### config.mk
export PLATFORM = sky130hd
export DESIGN_NAME = grp_irq_flag_bank
export DESIGN_NICKNAME = d
export VERILOG_FILES = /design/src/rtl/grp_irq_pkg.sv /design/src/rtl/grp_irq_flag_cell.sv /design/src/rtl/grp_irq_regfile.sv /design/src/rtl/grp_irq_flag_bank.sv
export SDC_FILE = /design/constraint.sdc
export NUM_CORES = 1
export LEC_CHECK = 0
export ABC_AREA = 1
export BUFFER_PORTS_ARGS = -buffer_cell sky130_fd_sc_hd__buf_2
export CAP_MARGIN = 15
export CELL_PAD_IN_SITES_DETAIL_PLACEMENT = 0
export CELL_PAD_IN_SITES_GLOBAL_PLACEMENT = 1
export CORE_UTILIZATION = 34
export CTS_CLUSTER_DIAMETER = 30
export DETAILED_ROUTE_END_ITERATION = 6
export GPL_ROUTABILITY_DRIVEN = 0
export PLACE_DENSITY = 0.78
export SLEW_MARGIN = 20
export SYNTH_ARGS = -nofsm -noshare
export SYNTH_HDL_FRONTEND = slang
export SYNTH_SLANG_ARGS = --single-unit
### constraint.sdc
create_clock -name clk -period 1.04 [get_ports clk]
set_clock_uncertainty 0.05 [all_clocks]
set_input_delay 0.104 -clock clk [delete_from_list [all_inputs] [get_ports clk]]
set_output_delay 0.104 -clock clk [all_outputs]
set_load 0.02 [all_outputs]
### src/rtl/grp_irq_pkg.sv
package grp_irq_pkg;
   localparam int FLAG_W   = 8;
   // flag bit positions (decoded by software, kept fixed)
   localparam int F_XRDY   = 0;
   localparam int F_CEXP   = 1;
   localparam int F_WAIT   = 5;
   localparam int F_PTC    = 6;
   localparam int F_STC    = 7;
   // primary clear register bits
   localparam int C1_WAIT  = 3;
   localparam int C1_PTC   = 4;
   localparam int C1_STC   = 5;
   localparam int C1_DMA   = 6;
   localparam int C1_FIFO  = 7;
   // secondary clear register bit
   localparam int C2_CEXP  = 0;
   // master control bits
   localparam int M_OPEN   = 2;
   localparam int M_W      = 3;

   localparam logic [FLAG_W-1:0] STICKY_MASK =
      (8'd1 << F_CEXP) | (8'd1 << F_WAIT) | (8'd1 << F_PTC) | (8'd1 << F_STC);
   localparam logic [FLAG_W-1:0] LEVEL_MASK = 8'd1 << F_XRDY;

   function automatic logic [FLAG_W-1:0] clear_map(input logic pri_wr,
                                                   input logic sec_wr,
                                                   input logic [FLAG_W-1:0] d);
      logic [FLAG_W-1:0] c;
      c = '0;
      c[F_WAIT] = pri_wr & d[C1_WAIT];
      c[F_PTC]  = pri_wr & d[C1_PTC];
      c[F_STC]  = pri_wr & d[C1_STC];
      c[F_CEXP] = sec_wr & d[C2_CEXP];
      return c;
   endfunction
endpackage

### src/rtl/grp_irq_flag_cell.sv
module grp_irq_flag_cell #(
   parameter bit IS_LEVEL = 1'b0
) (
   input  logic clk,
   input  logic rst_n,
   input  logic set_i,
   input  logic clr_i,
   output logic q_o
);
   generate
      if (IS_LEVEL) begin : g_level
         logic unused_clr;
         assign unused_clr = clr_i;
         always_ff @(posedge clk or negedge rst_n) begin
            if (!rst_n) q_o <= 1'b0;
            else        q_o <= set_i;
         end
      end else begin : g_sticky
         // event has priority over a clear in the same cycle
         always_ff @(posedge clk or negedge rst_n) begin
            if (!rst_n) q_o <= 1'b0;
            else        q_o <= set_i | (q_o & ~clr_i);
         end

         assert_sticky_hold_R2: assert property (@(posedge clk) disable iff (!rst_n)
            (q_o && !clr_i) |=> q_o);
         assert_event_wins_R6: assert property (@(posedge clk) disable iff (!rst_n)
            set_i |=> q_o);
         assert_clear_takes_R4: assert property (@(posedge clk) disable iff (!rst_n)
            (clr_i && !set_i) |=> !q_o);
      end
   endgenerate
endmodule

### src/rtl/grp_irq_regfile.sv
module grp_irq_regfile
   import grp_irq_pkg::*;
#(
   parameter int ADDR_W = 4,
   parameter int A_FLAGS = 0,
   parameter int A_CLR2  = 1,
   parameter int A_IEN   = 2,
   parameter int A_MCTL  = 3
) (
   input  logic              clk,
   input  logic              rst_n,
   input  logic [ADDR_W-1:0] addr_i,
   input  logic              we_i,
   input  logic [FLAG_W-1:0] wdata_i,
   input  logic [FLAG_W-1:0] flags_i,
   output logic [FLAG_W-1:0] rdata_o,
   output logic [FLAG_W-1:0] ien_o,
   output logic [M_W-1:0]    mctl_o,
   output logic [FLAG_W-1:0] clr_o,
   output logic              dma_pulse_o,
   output logic              fifo_pulse_o
);
   logic wr_pri, wr_sec, wr_ien, wr_mctl;

   assign wr_pri  = we_i && (addr_i == ADDR_W'(A_FLAGS));
   assign wr_sec  = we_i && (addr_i == ADDR_W'(A_CLR2));
   assign wr_ien  = we_i && (addr_i == ADDR_W'(A_IEN));
   assign wr_mctl = we_i && (addr_i == ADDR_W'(A_MCTL));

   assign clr_o = clear_map(wr_pri, wr_sec, wdata_i);

   always_ff @(posedge clk or negedge rst_n) begin
      if (!rst_n) begin
         ien_o        <= '0;
         mctl_o       <= '0;
         dma_pulse_o  <= 1'b0;
         fifo_pulse_o <= 1'b0;
      end else begin
         if (wr_ien)  ien_o  <= wdata_i;
         if (wr_mctl) mctl_o <= wdata_i[M_W-1:0];
         dma_pulse_o  <= wr_pri & wdata_i[C1_DMA];
         fifo_pulse_o <= wr_pri & wdata_i[C1_FIFO];
      end
   end

   always_comb begin
      rdata_o = '0;
      if (addr_i == ADDR_W'(A_FLAGS))      rdata_o = flags_i;
      else if (addr_i == ADDR_W'(A_IEN))   rdata_o = ien_o;
      else if (addr_i == ADDR_W'(A_MCTL))  rdata_o = {{(FLAG_W-M_W){1'b0}}, mctl_o};
   end

   // assumes no back-to-back bus writes
   assert_dma_one_shot_R7: assert property (@(posedge clk) disable iff (!rst_n)
      (dma_pulse_o && !we_i) |=> !dma_pulse_o);
   assert_fifo_one_shot_R7: assert property (@(posedge clk) disable iff (!rst_n)
      (fifo_pulse_o && !we_i) |=> !fifo_pulse_o);
   assert_ien_stable_R8: assert property (@(posedge clk) disable iff (!rst_n)
      !wr_ien |=> $stable(ien_o));
endmodule

### src/rtl/grp_irq_flag_bank.sv
module grp_irq_flag_bank
   import grp_irq_pkg::*;
#(
   parameter int ADDR_W  = 4,
   parameter int A_FLAGS = 0,
   parameter int A_CLR2  = 1,
   parameter int A_IEN   = 2,
   parameter int A_MCTL  = 3
) (
   input  logic              clk,
   input  logic              rst_n,
   input  logic [ADDR_W-1:0] bus_addr,
   input  logic              bus_we,
   input  logic [7:0]        bus_wdata,
   output logic [7:0]        bus_rdata,
   input  logic              ev_xfer_level,
   input  logic              ev_count_done,
   input  logic              ev_wait_fault,
   input  logic              ev_tc_primary,
   input  logic              ev_tc_secondary,
   output logic              irq_out,
   output logic [1:0]        irq_route,
   output logic              fifo_flush_pulse,
   output logic              dma_restart_pulse
);
   localparam int NADDR = 1 << ADDR_W;

   // elaboration-time parameter checks
   if (A_FLAGS == A_CLR2 || A_FLAGS == A_IEN || A_FLAGS == A_MCTL ||
       A_CLR2 == A_IEN || A_CLR2 == A_MCTL || A_IEN == A_MCTL) begin : g_bad_map
      $error("register addresses must be distinct");
   end
   if (A_FLAGS >= NADDR || A_CLR2 >= NADDR || A_IEN >= NADDR || A_MCTL >= NADDR) begin : g_bad_range
      $error("register address exceeds ADDR_W");
   end
   if ((STICKY_MASK & LEVEL_MASK) != '0) begin : g_bad_mask
      $error("a flag cannot be both sticky and level");
   end

   logic [FLAG_W-1:0] ev_vec, clr_vec, flags, ien;
   logic [M_W-1:0]    mctl;
   logic              unused_sink;

   always_comb begin
      ev_vec         = '0;
      ev_vec[F_XRDY] = ev_xfer_level;
      ev_vec[F_CEXP] = ev_count_done;
      ev_vec[F_WAIT] = ev_wait_fault;
      ev_vec[F_PTC]  = ev_tc_primary;
      ev_vec[F_STC]  = ev_tc_secondary;
   end

   grp_irq_regfile #(
      .ADDR_W(ADDR_W), .A_FLAGS(A_FLAGS), .A_CLR2(A_CLR2),
      .A_IEN(A_IEN), .A_MCTL(A_MCTL)
   ) u_regs (
      .clk(clk), .rst_n(rst_n),
      .addr_i(bus_addr), .we_i(bus_we), .wdata_i(bus_wdata),
      .flags_i(flags), .rdata_o(bus_rdata),
      .ien_o(ien), .mctl_o(mctl), .clr_o(clr_vec),
      .dma_pulse_o(dma_restart_pulse), .fifo_pulse_o(fifo_flush_pulse)
   );

   for (genvar i = 0; i < FLAG_W; i++) begin : g_flag
      if (STICKY_MASK[i] || LEVEL_MASK[i]) begin : g_cell
         grp_irq_flag_cell #(.IS_LEVEL(LEVEL_MASK[i])) u_cell (
            .clk(clk), .rst_n(rst_n),
            .set_i(ev_vec[i]), .clr_i(clr_vec[i]), .q_o(flags[i])
         );
      end else begin : g_none
         assign flags[i] = 1'b0;
      end
   end

   assign unused_sink = ^{ev_vec, clr_vec};

   assign irq_out   = mctl[M_OPEN] & (|(flags & ien));
   assign irq_route = mctl[1:0];

   // a primary clear write never drops count-done
   assert_cexp_survives_R4: assert property (@(posedge clk) disable iff (!rst_n)
      (bus_we && bus_addr == ADDR_W'(A_FLAGS) && flags[F_CEXP]) |=> flags[F_CEXP]);
   assert_level_not_cleared_R3: assert property (@(posedge clk) disable iff (!rst_n)
      ev_xfer_level |=> flags[F_XRDY]);
   assert_reserved_zero_R11: assert property (@(posedge clk) disable iff (!rst_n)
      $rose(irq_out) |-> (flags[4:2] == 3'b000));
endmodule

## Word level (Yosys, flattened, before mapping)

Cells that the tools add are included.

| storage, ports and cells | value |
|---|---|
| word-level logic and storage cells | 41 |
| register bits | 18 |
| output and inout bits | 13 |
| input bits | 20 |

| operators by class | value |
|---|---|
| equal/unequal tests | 3 |
| reductions and logical operators | 6 |
| mux-type cells | 3 |
| bitwise logic cells | 20 |

Operators by type and width:

| operator | count |
|---|---|
| 2-to-1 mux 8 bit | 2 |
| bitwise AND 1 bit | 11 |
| bitwise AND 8 bit | 1 |
| equality test 4 x 2 -> 1 bit, second input constant | 2 |
| OR reduction 8 bit | 1 |
| equality test 4 x 1 -> 1 bit, second input constant | 1 |
| logical AND 1 bit | 4 |
| zero test 4 bit | 1 |
| inverter 1 bit | 4 |
| OR 1 bit | 4 |
| 2-to-1 mux 3 bit | 1 |

## Longest topological paths before layout

Gate-level depths: netlist of the first run.

| logic depth | value |
|---|---|
| depth after elaboration | 6 |
| mapped depth | 6 |
| gate-level depth less buffers | 6 |

## Modules after synthesis

A second synthesis of the first run with hierarchy kept.

| second synthesis, totals | value |
|---|---|
| cell total of the unflattened synthesis | 137 |
| area, all modules | 1038.5 um^2 |

Modules (own cells, without submodules):

| module | seq. area each (um^2) | area an instance (um^2) | instances | cells each |
|---|---|---|---|---|
| grp_irq_regfile | 325.3 | 808.3 | 1 | 105 |
| grp_irq_flag_cell (g_flag[1].g_cell.u_cell ...) | 25.0 | 40.0 | 4 | 5 |
| grp_irq_flag_bank | 0.0 | 45.0 | 1 | 11 |
| grp_irq_flag_cell (g_flag[0].g_cell.u_cell) | 25.0 | 25.0 | 1 | 1 |

## Worst setup path after synthesis of the first run

No wires, ideal clock.

| path | value |
|---|---|
| path kind | flip-flop to output port |
| start point | register u_regs.ien_o[6] |
| end point | output irq_out |
| arrival | 0.729 ns |
| stages on the path, launching flop included | 4 |
| slack | 0.157 ns |
| required time | 0.886 ns |
| path buffers | 0 |
| cell sequence | dfrtp_1 > nand2_1 > nand3_1 > o21a_1 |

| between the ends | value |
|---|---|
| cells in the longest elaborated chain, start to end | 3 |

Ends and longest elaborated chain:

| what | line | source |
|---|---|---|
| start, declared | grp_irq_regfile.sv:17 | `output logic [FLAG_W-1:0] ien_o,` |
| start signal, assigned | grp_irq_regfile.sv:39 | `if (wr_ien) ien_o <= wdata_i;` |
| bitwise AND 8 bit | grp_irq_flag_bank.sv:77 | `assign irq_out = mctl[M_OPEN] & (\|(flags & ien));` |
| OR reduction 8 bit | grp_irq_flag_bank.sv:77 |  |
| bitwise AND 1 bit | grp_irq_flag_bank.sv:77 |  |
| end, declared | grp_irq_flag_bank.sv:21 | `output logic irq_out,` |

Every way passes these cells.

## Worst setup path in the final report of the first run

| path | value |
|---|---|
| start point | register u_regs.ien_o[7] |
| end point | output irq_out |

The elaborated chain is that of the path after synthesis.

==> flow_summary.json, run 1 <==
{
  "reg2reg_depth": 4,
  "p_leak_uw": 0.0008612,
  "cts.clk_slew.worst_paths_ns": 0.11,
  "clk_path_buf_depth": 2,
  "worstSetupStartpoint": "u_regs.ien_o[7]$_DFFE_PN0P_",
  "cts_htree_levels": 1,
  "slew_headroom_pct": 72.13,
  "via_per_inst": 4.542,
  "place.port_buffers": 32,
  "switching_share_pct": 30.95,
  "antenna_found_initial": 0,
  "drc_errors": 0,
  "holdPathStages": 3,
  "die_w_microns": 55.03,
  "hold_path_class": "in -> reg",
  "synthSimpleGateAreaFrac_pct": 32.07,
  "hold_viol_final": 0,
  "antenna_left": 0,
  "insertion_delay_ns": 0.30,
  "synth_xor_area_share_pct": 0,
  "power_frac_seq_pct": 43.5,
  "yosysWarnings": 0,
  "grt_pass1_vias": 933,
  "startpoint_type": "flop",
  "start_util_pct": 37.23,
  "antenna_cells": 0,
  "total_power_uw": 1981,
  "synthesis.nets": 139,
  "io-pin-count": 33,
  "finalNonFillerCells": 216,
  "rsz0062_at_grt": "yes",
  "grt_overflow": 0,
  "final_common_cell": "nand2_1",
  "criticalPathCategory": "reg -> out",
  "drv_slew": 0,
  "synth-seq-cells": 18,
  "die_h_microns": 55.03,
  "routed_wl_microns": 2635,
  "worstPathRequired_ns": 0.89,
  "final_cell_mix": "30 x nand2_1, 21 x buf_2, 21 x buf_4",
  "fin_crit_ns": 1.383,
  "ir_worst_vdd_mv": 0.8497,
  "drv_cap": 0,
  "setup_viol": 11,
  "cts-root-buf": "clkbuf_4",
  "rows": 18,
  "drt_pass1_iterations": 4,
  "hold_ws_ns": 0.005322,
  "core_region_area_sq_um": 2567,
  "worstPathArrival_ns": 1.23,
  "grtUsageTotal_pct": 19.03,
  "layout-drive-gt1-share_pct": 48.92,
  "fin_util_pct": 61.74,
  "post_dp_cell_area_sq_um": 1212,
  "intPower_uw": 1368,
  "nNetsFinal": 207,
  "yosys-mux-area-fraction_pct": 0,
  "setup_slack_ns": -0.3431,
  "netlist_area_sq_um": 955.9,
  "numCtsBuffers": 3,
  "crit-reg2reg-launch": "u_regs.ien_o[7]$_DFFE_PN0P_",
  "cts_sinks": 18,
  "r2r_end": "u_regs.ien_o[7]$_DFFE_PN0P_",
  "power_density_nw_per_um2": 1249,
  "dp.cells": 189,
  "finalCritPeriodShare_pct": 133.0,
  "cts_tree": "yes",
  "die_area_sq_um": 3028,
  "p_clk_share_pct": 22.7,
  "r2r_slack_ns": 0.09,
  "yosysSeqAreaShare_pct": 47.12,
  "synth_top_family_by_area": "simple AND/OR/NAND/NOR gates",
  "hold_path_end": "u_regs.ien_o[1]$_DFFE_PN0P_",
  "min-delay-start": "bus_wdata[1]",
  "dp_hpwl_microns": 1697,
  "yosys.area_share.adder_pct": 0,
  "crit_fanout": 2,
  "end_kind": "primary output",
  "comb_power_share_pct": 33.8,
  "violations": "negative setup slack",
  "wire_per_inst_microns": 12.20,
  "synth_area_per_cell_sq_um": 8.033,
  "run_status": "finished, violations left",
  "ys_types": 18,
  "max_freq_mhz": 723.0,
  "grt_pass1_wl_microns": 3974,
  "drt_iter0_drc": 7,
  "p_switching_uw": 613.0,
  "vias": 981,
  "synth_compound_area_share_pct": 9.686,
  "postLayoutCellArea_sq_um": 1585,
  "syn2layout_area_growth_pct": 65.84,
  "synth_cells": 119,
  "grt_max_degree": 19,
  "worst_pin_slew_ns": 0.4180
}
-- timing repair --
item / in CTS / in global routing
hold endpoints to repair: 29 / 0
setup buffers: 8 / 4
gates resized for setup: 26 / 16
hold buffers: 12 / 0
pin swaps: 11 / 11
endpoints found under the setup margin: 10 / 11
-- Yosys cell counts (all sizes together) --
master / instances / area (sq um)
dfrtp: 18 / 450.4
nor2: 8 / 45.04
o21a: 1 / 7.510
buf: 4 / 31.27
nand3: 11 / 72.57
nand4: 4 / 25.02
nor3: 1 / 5.000
inv: 20 / 75.07
o21ai: 11 / 85.08
nand2: 41 / 158.9
-- layer usage --
layer  track usage, %  vias up  share of wire (%)
li1                 -      500                  -
met3            2.459        2                2.5
met4            6.250        0               0.38
met5                0        -                  0
met1            23.20      464                 45
met2            34.34       15                 52
-- through the flow --
stage	TNS [ns]	worst slack, ns
final	-1.618	-0.3431
after global routing	-2.146	-0.3835
after CTS	-1.566	-0.3142
after detailed placement	-0.5474	-0.06672
after global placement	-0.3009	-0.02981
after floorplan	0	0.1570
-- layout make-up --
class                   count  area [sq um]
repair buffers             67         529.3
flip-flops and latches     18         450.4
clock buffers               4         36.28
fillers                   236         982.2
multi-input cells          77         456.7
inverters                  20         75.07
well taps                  30         37.54
-- critical path, stage by stage (launching register included) --
cell	delay, ns
dfrtp_1	0.43
nand2_2	0.09
nand3_2	0.07
o21a_1	0.21
buf_6	0.13
-- cells by family (layout without fill, tap and decap cells) --
kind of cell,Yosys count,count (layout)
simple gates,65,65
buf+inv,24,91
flops,18,18
compound gates,12,12
-- flip-flops by register name, summed over array words and instances (netlist names) --
register and cells:
u_regs.fifo_pulse_o 1, u_regs.dma_pulse_o 1, g_flag.g_cell.u_cell.q_o 5, u_regs.ien_o 8, u_regs.mctl_o 3
-- worst max path at each step --
stage	slack [ns]	depth (start not counted)	to
floorplan	0.16	3	irq_out
global placement	-0.03	6	u_regs.ien_o[3]$_DFFE_PN0P_
detailed placement	-0.07	6	u_regs.ien_o[1]$_DFFE_PN0P_
CTS	-0.31	4	irq_out
global route	-0.38	4	irq_out
finish	-0.34	4	irq_out
-- power by group through the flow --
stage,Clock (uW),Combinational [uW],Sequential [uW]
after CTS,459,610,849
after global placement,0,421,865
after floorplan,0,266,857
after detailed placement,0,434,866
after global routing,484,721,872
final,450,669,861
Power figures use the tool's default switching activity.
==> run 2: changes to the inputs <==
--- a/config.mk
+++ b/config.mk
@@ -15,6 +15,7 @@
 export DETAILED_ROUTE_END_ITERATION = 6
 export GPL_ROUTABILITY_DRIVEN = 0
 export PLACE_DENSITY = 0.78
+export SKIP_CTS_REPAIR_TIMING = 1
 export SLEW_MARGIN = 20
 export SYNTH_ARGS = -nofsm -noshare
 export SYNTH_HDL_FRONTEND = slang
==> flow_summary.json, run 2 (same netlist as run 1, synthesis figures left out) <==
{
  "run_status": "finished, violations left",
  "violations": "negative setup slack",
  "fin_util_pct": 56.92,
  "power_density_nw_per_um2": 1285,
  "nNetsFinal": 198,
  "worstPathArrival_ns": 1.19,
  "routed_wl_microns": 2390,
  "start_util_pct": 37.23,
  "end_kind": "primary output",
  "ir_worst_vdd_mv": 0.8323,
  "dp.cells": 189,
  "drt_iter0_drc": 20,
  "finalCritPeriodShare_pct": 129.5,
  "grt_max_degree": 19,
  "syn2layout_area_growth_pct": 52.88,
  "insertion_delay_ns": 0.30,
  "max_freq_mhz": 742.5,
  "finalNonFillerCells": 207,
  "crit_family": "flip-flops",
  "criticalPathCategory": "reg -> out",
  "cts.clk_slew.worst_paths_ns": 0.10,
  "total_power_uw": 1878,
  "slew_headroom_pct": 72.54,
  "core_region_area_sq_um": 2567,
  "antenna_found_initial": 0,
  "p_leak_uw": 0.0008076,
  "startpoint_type": "flop",
  "regMostFlops": "u_regs.ien_o",
  "fin_crit_ns": 1.347,
  "dp_hpwl_microns": 1697,
  "wire_per_inst_microns": 11.55,
  "worst_pin_slew_ns": 0.4118,
  "die_w_microns": 55.03,
  "drt_pass1_iterations": 4,
  "io-pin-count": 33,
  "final_cell_mix": "33 x nand2_1, 21 x buf_2, 19 x inv_1, 19 x buf_4, 18 x dfrtp_1",
  "cts_htree_levels": 1,
  "crit_chain": "nand2_1 -> nand3_2 -> o21a_1 -> buf_6",
  "fin_tns_setup_ns": -1.390,
  "die_area_sq_um": 3028,
  "cts_tree": "yes",
  "rsz0062_at_grt": "yes",
  "grt_pass1_wl_microns": 3360,
  "via_per_inst": 4.604,
  "grt_overflow": 0,
  "numCtsBuffers": 3,
  "setup_viol": 10,
  "antenna_cells": 0,
  "worstPathRequired_ns": 0.89,
  "pre_cts_ws_ns": -0.06672,
  "slowest_delay_ns": 0.42,
  "grtUsageTotal_pct": 16.12,
  "largest_register_ff_count": 8,
  "hold_viol_final": 0,
  "clk_path_buf_depth": 2,
  "place.port_buffers": 32,
  "die_h_microns": 55.03,
  "largestRegisters": "u_regs.ien_o (8), g_flag.g_cell.u_cell.q_o (5), u_regs.mctl_o (3)",
  "fillers": 248,
  "cp_slowest_cell": "dfrtp_1",
  "crit_fanout": 2,
  "vias": 953,
  "hold_path_class": "in -> reg",
  "antenna_left": 0,
  "r2r_slack_ns": 0.21,
  "final_common_cell": "nand2_1",
  "cts_sinks": 18,
  "drv_cap": 0,
  "setup_slack_ns": -0.3069,
  "drv_slew": 0,
  "rows": 18,
  "grt_pass1_vias": 819,
  "cts-root-buf": "clkbuf_4",
  "crit_buf_inv": 1,
  "drc_errors": 0,
  "layout-drive-gt1-share_pct": 44.07
}
-- run 2: cell count changes in the layout (fill, tap and decap cells not counted) --
cell,previous run,this run
nand2_2,11,8
nand3_2,8,2
inv_2,2,1
nand2_1,30,33
nand3_1,2,8
inv_1,18,19
buf_4,21,19
buf_6,13,12
dlygate4sd3_1,12,6
-- run 2: worst reg2reg max path: stages (launching register included) --
cell,delay (ns)
dfrtp_1,0.41
buf_4,0.14
nand2_1,0.07
o21ai_2,0.06
-- run 2: through the flow --
step,cell area (sq um),hold slack (ns)
after detailed placement,1212,0.01672
after CTS,1249,-0.3211
after global placement,1212,0.005579
after global routing,1461,0.004937
final,1461,0.0001943
after floorplan,955.9,-0.2416
-- run 2: final cells by class --
| type | count | area, sq um | area share, % |
|---|---|---|---|
| clock buffers | 4 | 36.28 | 2.483 |
| flip-flops and latches | 18 | 450.4 | 30.82 |
| repair buffers | 58 | 442.9 | 30.31 |
| inverters | 20 | 75.07 | 5.137 |
| well taps | 30 | 37.54 | 2.568 |
| multi-input cells | 77 | 419.2 | 28.68 |
-- run 2: power by group --
part | internal [uW] | switching (uW) | total (uW)
combinational | 305 | 279 | 584
sequential | 791 | 61.5 | 852
clock | 213 | 228 | 442
-- run 2: routing by layer --
layer  vias up  part of all wire [%]  track usage [%]
li1        484                     -                -
met1       441                    44            19.66
met2        26                    52            27.71
met3         2                   4.1            2.732
met4         0                  0.42            7.083
met5         -                     0                0
-- run 2: worst paths after layout --
check	start	to	cells after the start
max in group asynchronous	rst_n	g_flag[6].g_cell.u_cell.q_o$_DFF_PN0_	2
max	g_flag[6].g_cell.u_cell.q_o$_DFF_PN0_	irq_out	4
min in group asynchronous	rst_n	u_regs.mctl_o[2]$_DFFE_PN0P_	2
min	bus_wdata[6]	u_regs.dma_pulse_o$_DFF_PN0_	3
max reg2reg	u_regs.ien_o[1]$_DFFE_PN0P_	u_regs.ien_o[1]$_DFFE_PN0P_	3
min reg2reg	u_regs.ien_o[2]$_DFFE_PN0P_	u_regs.ien_o[2]$_DFFE_PN0P_	2
==> run 3: changes to the inputs <==
--- a/config.mk
+++ b/config.mk
@@ -14,7 +14,7 @@
 export CTS_CLUSTER_DIAMETER = 30
 export DETAILED_ROUTE_END_ITERATION = 6
 export GPL_ROUTABILITY_DRIVEN = 0
-export PLACE_DENSITY = 0.78
+export PLACE_DENSITY = 0.87
 export SKIP_CTS_REPAIR_TIMING = 1
 export SLEW_MARGIN = 20
 export SYNTH_ARGS = -nofsm -noshare
==> flow_summary.json, run 3 (same netlist as run 1, synthesis figures left out) <==
{
  "die_h_microns": 55.03,
  "power_density_nw_per_um2": 1302,
  "io-pin-count": 33,
  "grt_pass1_wl_microns": 3360,
  "layout-drive-gt1-share_pct": 41.28,
  "final_common_cell": "nand2_1",
  "via_per_inst": 4.658,
  "dp.cells": 188,
  "end_kind": "primary output",
  "dp_hpwl_microns": 1654,
  "cts-root-buf": "clkbuf_4",
  "startpoint_type": "flop",
  "drv_slew": 0,
  "slowest_delay_ns": 0.41,
  "finalCritPeriodShare_pct": 131.4,
  "wire_per_inst_microns": 11.22,
  "worstPathRequired_ns": 0.89,
  "core_region_area_sq_um": 2567,
  "start_util_pct": 37.23,
  "crit_family": "flip-flops",
  "grt_overflow": 0,
  "cts.clk_slew.worst_paths_ns": 0.11,
  "p_leak_uw": 0.0007855,
  "clk_path_buf_depth": 2,
  "cp_slowest_cell": "dfrtp_1",
  "setup_viol": 9,
  "pre_cts_ws_ns": -0.06695,
  "final_cell_mix": "37 x nand2_1, 21 x buf_2, 19 x inv_1",
  "worstPathArrival_ns": 1.21,
  "crit_fanout": 3,
  "syn2layout_area_growth_pct": 48.17,
  "drt_pass1_iterations": 4,
  "grt_max_degree": 19,
  "rsz0062_at_grt": "yes",
  "nNetsFinal": 193,
  "criticalPathCategory": "reg -> out",
  "antenna_left": 0,
  "setup_slack_ns": -0.3271,
  "ir_worst_vdd_mv": 1.099,
  "run_status": "finished, violations left",
  "hold_viol_final": 0,
  "numCtsBuffers": 3,
  "antenna_found_initial": 0,
  "drc_errors": 0,
  "cts_htree_levels": 1,
  "routed_wl_microns": 2266,
  "vias": 941,
  "cts_tree": "yes",
  "die_w_microns": 55.03,
  "crit_chain": "nand2_1 -> nand3_1 -> o21a_1 -> buf_6",
  "regMostFlops": "u_regs.ien_o",
  "largest_register_ff_count": 8,
  "largestRegisters": "u_regs.ien_o (8), g_flag.g_cell.u_cell.q_o (5), u_regs.mctl_o (3)",
  "cts_sinks": 18,
  "drv_cap": 0,
  "fillers": 245,
  "die_area_sq_um": 3028,
  "crit_buf_inv": 1,
  "worst_pin_slew_ns": 0.3995,
  "rows": 18,
  "drt_iter0_drc": 15,
  "finalNonFillerCells": 202,
  "place.port_buffers": 32,
  "max_freq_mhz": 731.5,
  "grt_pass1_vias": 861,
  "insertion_delay_ns": 0.29,
  "slew_headroom_pct": 73.37,
  "antenna_cells": 0,
  "r2r_slack_ns": 0.11,
  "fin_crit_ns": 1.367,
  "grtUsageTotal_pct": 16.09,
  "violations": "negative setup slack",
  "hold_path_class": "in -> reg"
}
-- run 3: cell count changes in the layout (fill, tap and decap cells not counted) --
cell,before,now
buf_4,19,16
buf_6,12,10
nand2_1,33,37
nand2_2,8,4
nand3_1,8,6
nand3_2,2,4
-- run 3: worst reg2reg max path, stage by stage, from the launching register on --
cell and delay [ns]:
dfrtp_1 0.40, buf_6 0.12, buf_4 0.12, nand2_1 0.08, o21ai_2 0.06
-- run 3: area by class of cell --
| cell class | instances | area, sq um | area share, % |
|---|---|---|---|
| Clock buffer | 4 | 36.28 | 2.562 |
| Inverter | 20 | 75.07 | 5.300 |
| Multi-Input combinational cell | 77 | 419.2 | 29.59 |
| Sequential cell | 18 | 450.4 | 31.80 |
| Tap cell | 30 | 37.54 | 2.650 |
| Timing Repair Buffer | 53 | 397.9 | 28.09 |
-- run 3: metrics by stage --
stage               cell area (sq um)  setup TNS, ns  power [uW]  utilization [%]  hold slack [ns]
floorplan                       955.9              0        1123                -          -0.2416
global placement                 1205        -0.1944        1283            46.93         0.001029
detailed placement               1205        -0.4596        1297            46.93         0.004864
CTS                              1241         -1.502        1736            48.34          -0.3227
global route                     1416         -1.768        1947            55.17         0.003379
finish                           1416         -1.249        1844            55.17         0.001717
-- run 3: path summary, 6_finish.rpt --
kind / startpoint / cells after the start / to
min in group asynchronous: rst_n / 2 / u_regs.ien_o[3]$_DFFE_PN0P_
setup reg to reg: u_regs.ien_o[7]$_DFFE_PN0P_ / 4 / u_regs.ien_o[7]$_DFFE_PN0P_
hold / removal: bus_wdata[5] / 3 / u_regs.ien_o[5]$_DFFE_PN0P_
hold reg to reg: u_regs.ien_o[2]$_DFFE_PN0P_ / 2 / u_regs.ien_o[2]$_DFFE_PN0P_
setup / recovery: g_flag[5].g_cell.u_cell.q_o$_DFF_PN0_ / 4 / irq_out
max in group asynchronous: rst_n / 2 / u_regs.ien_o[7]$_DFFE_PN0P_
-- run 3: routing by layer --
layer / vias up / wire [microns] / track usage [%]
met5: - / 0 / 0
met1: 438 / 968 / 18.73
met3: 4 / 107 / 1.639
met4: 0 / 63 / 10.00
li1: 473 / - / -
met2: 26 / 1127 / 28.11
-- run 3: where the power goes --
part	internal, uW	switching (uW)	total [uW]
logic	290	266	557
clock network	213	218	431
registers	791	66.0	857
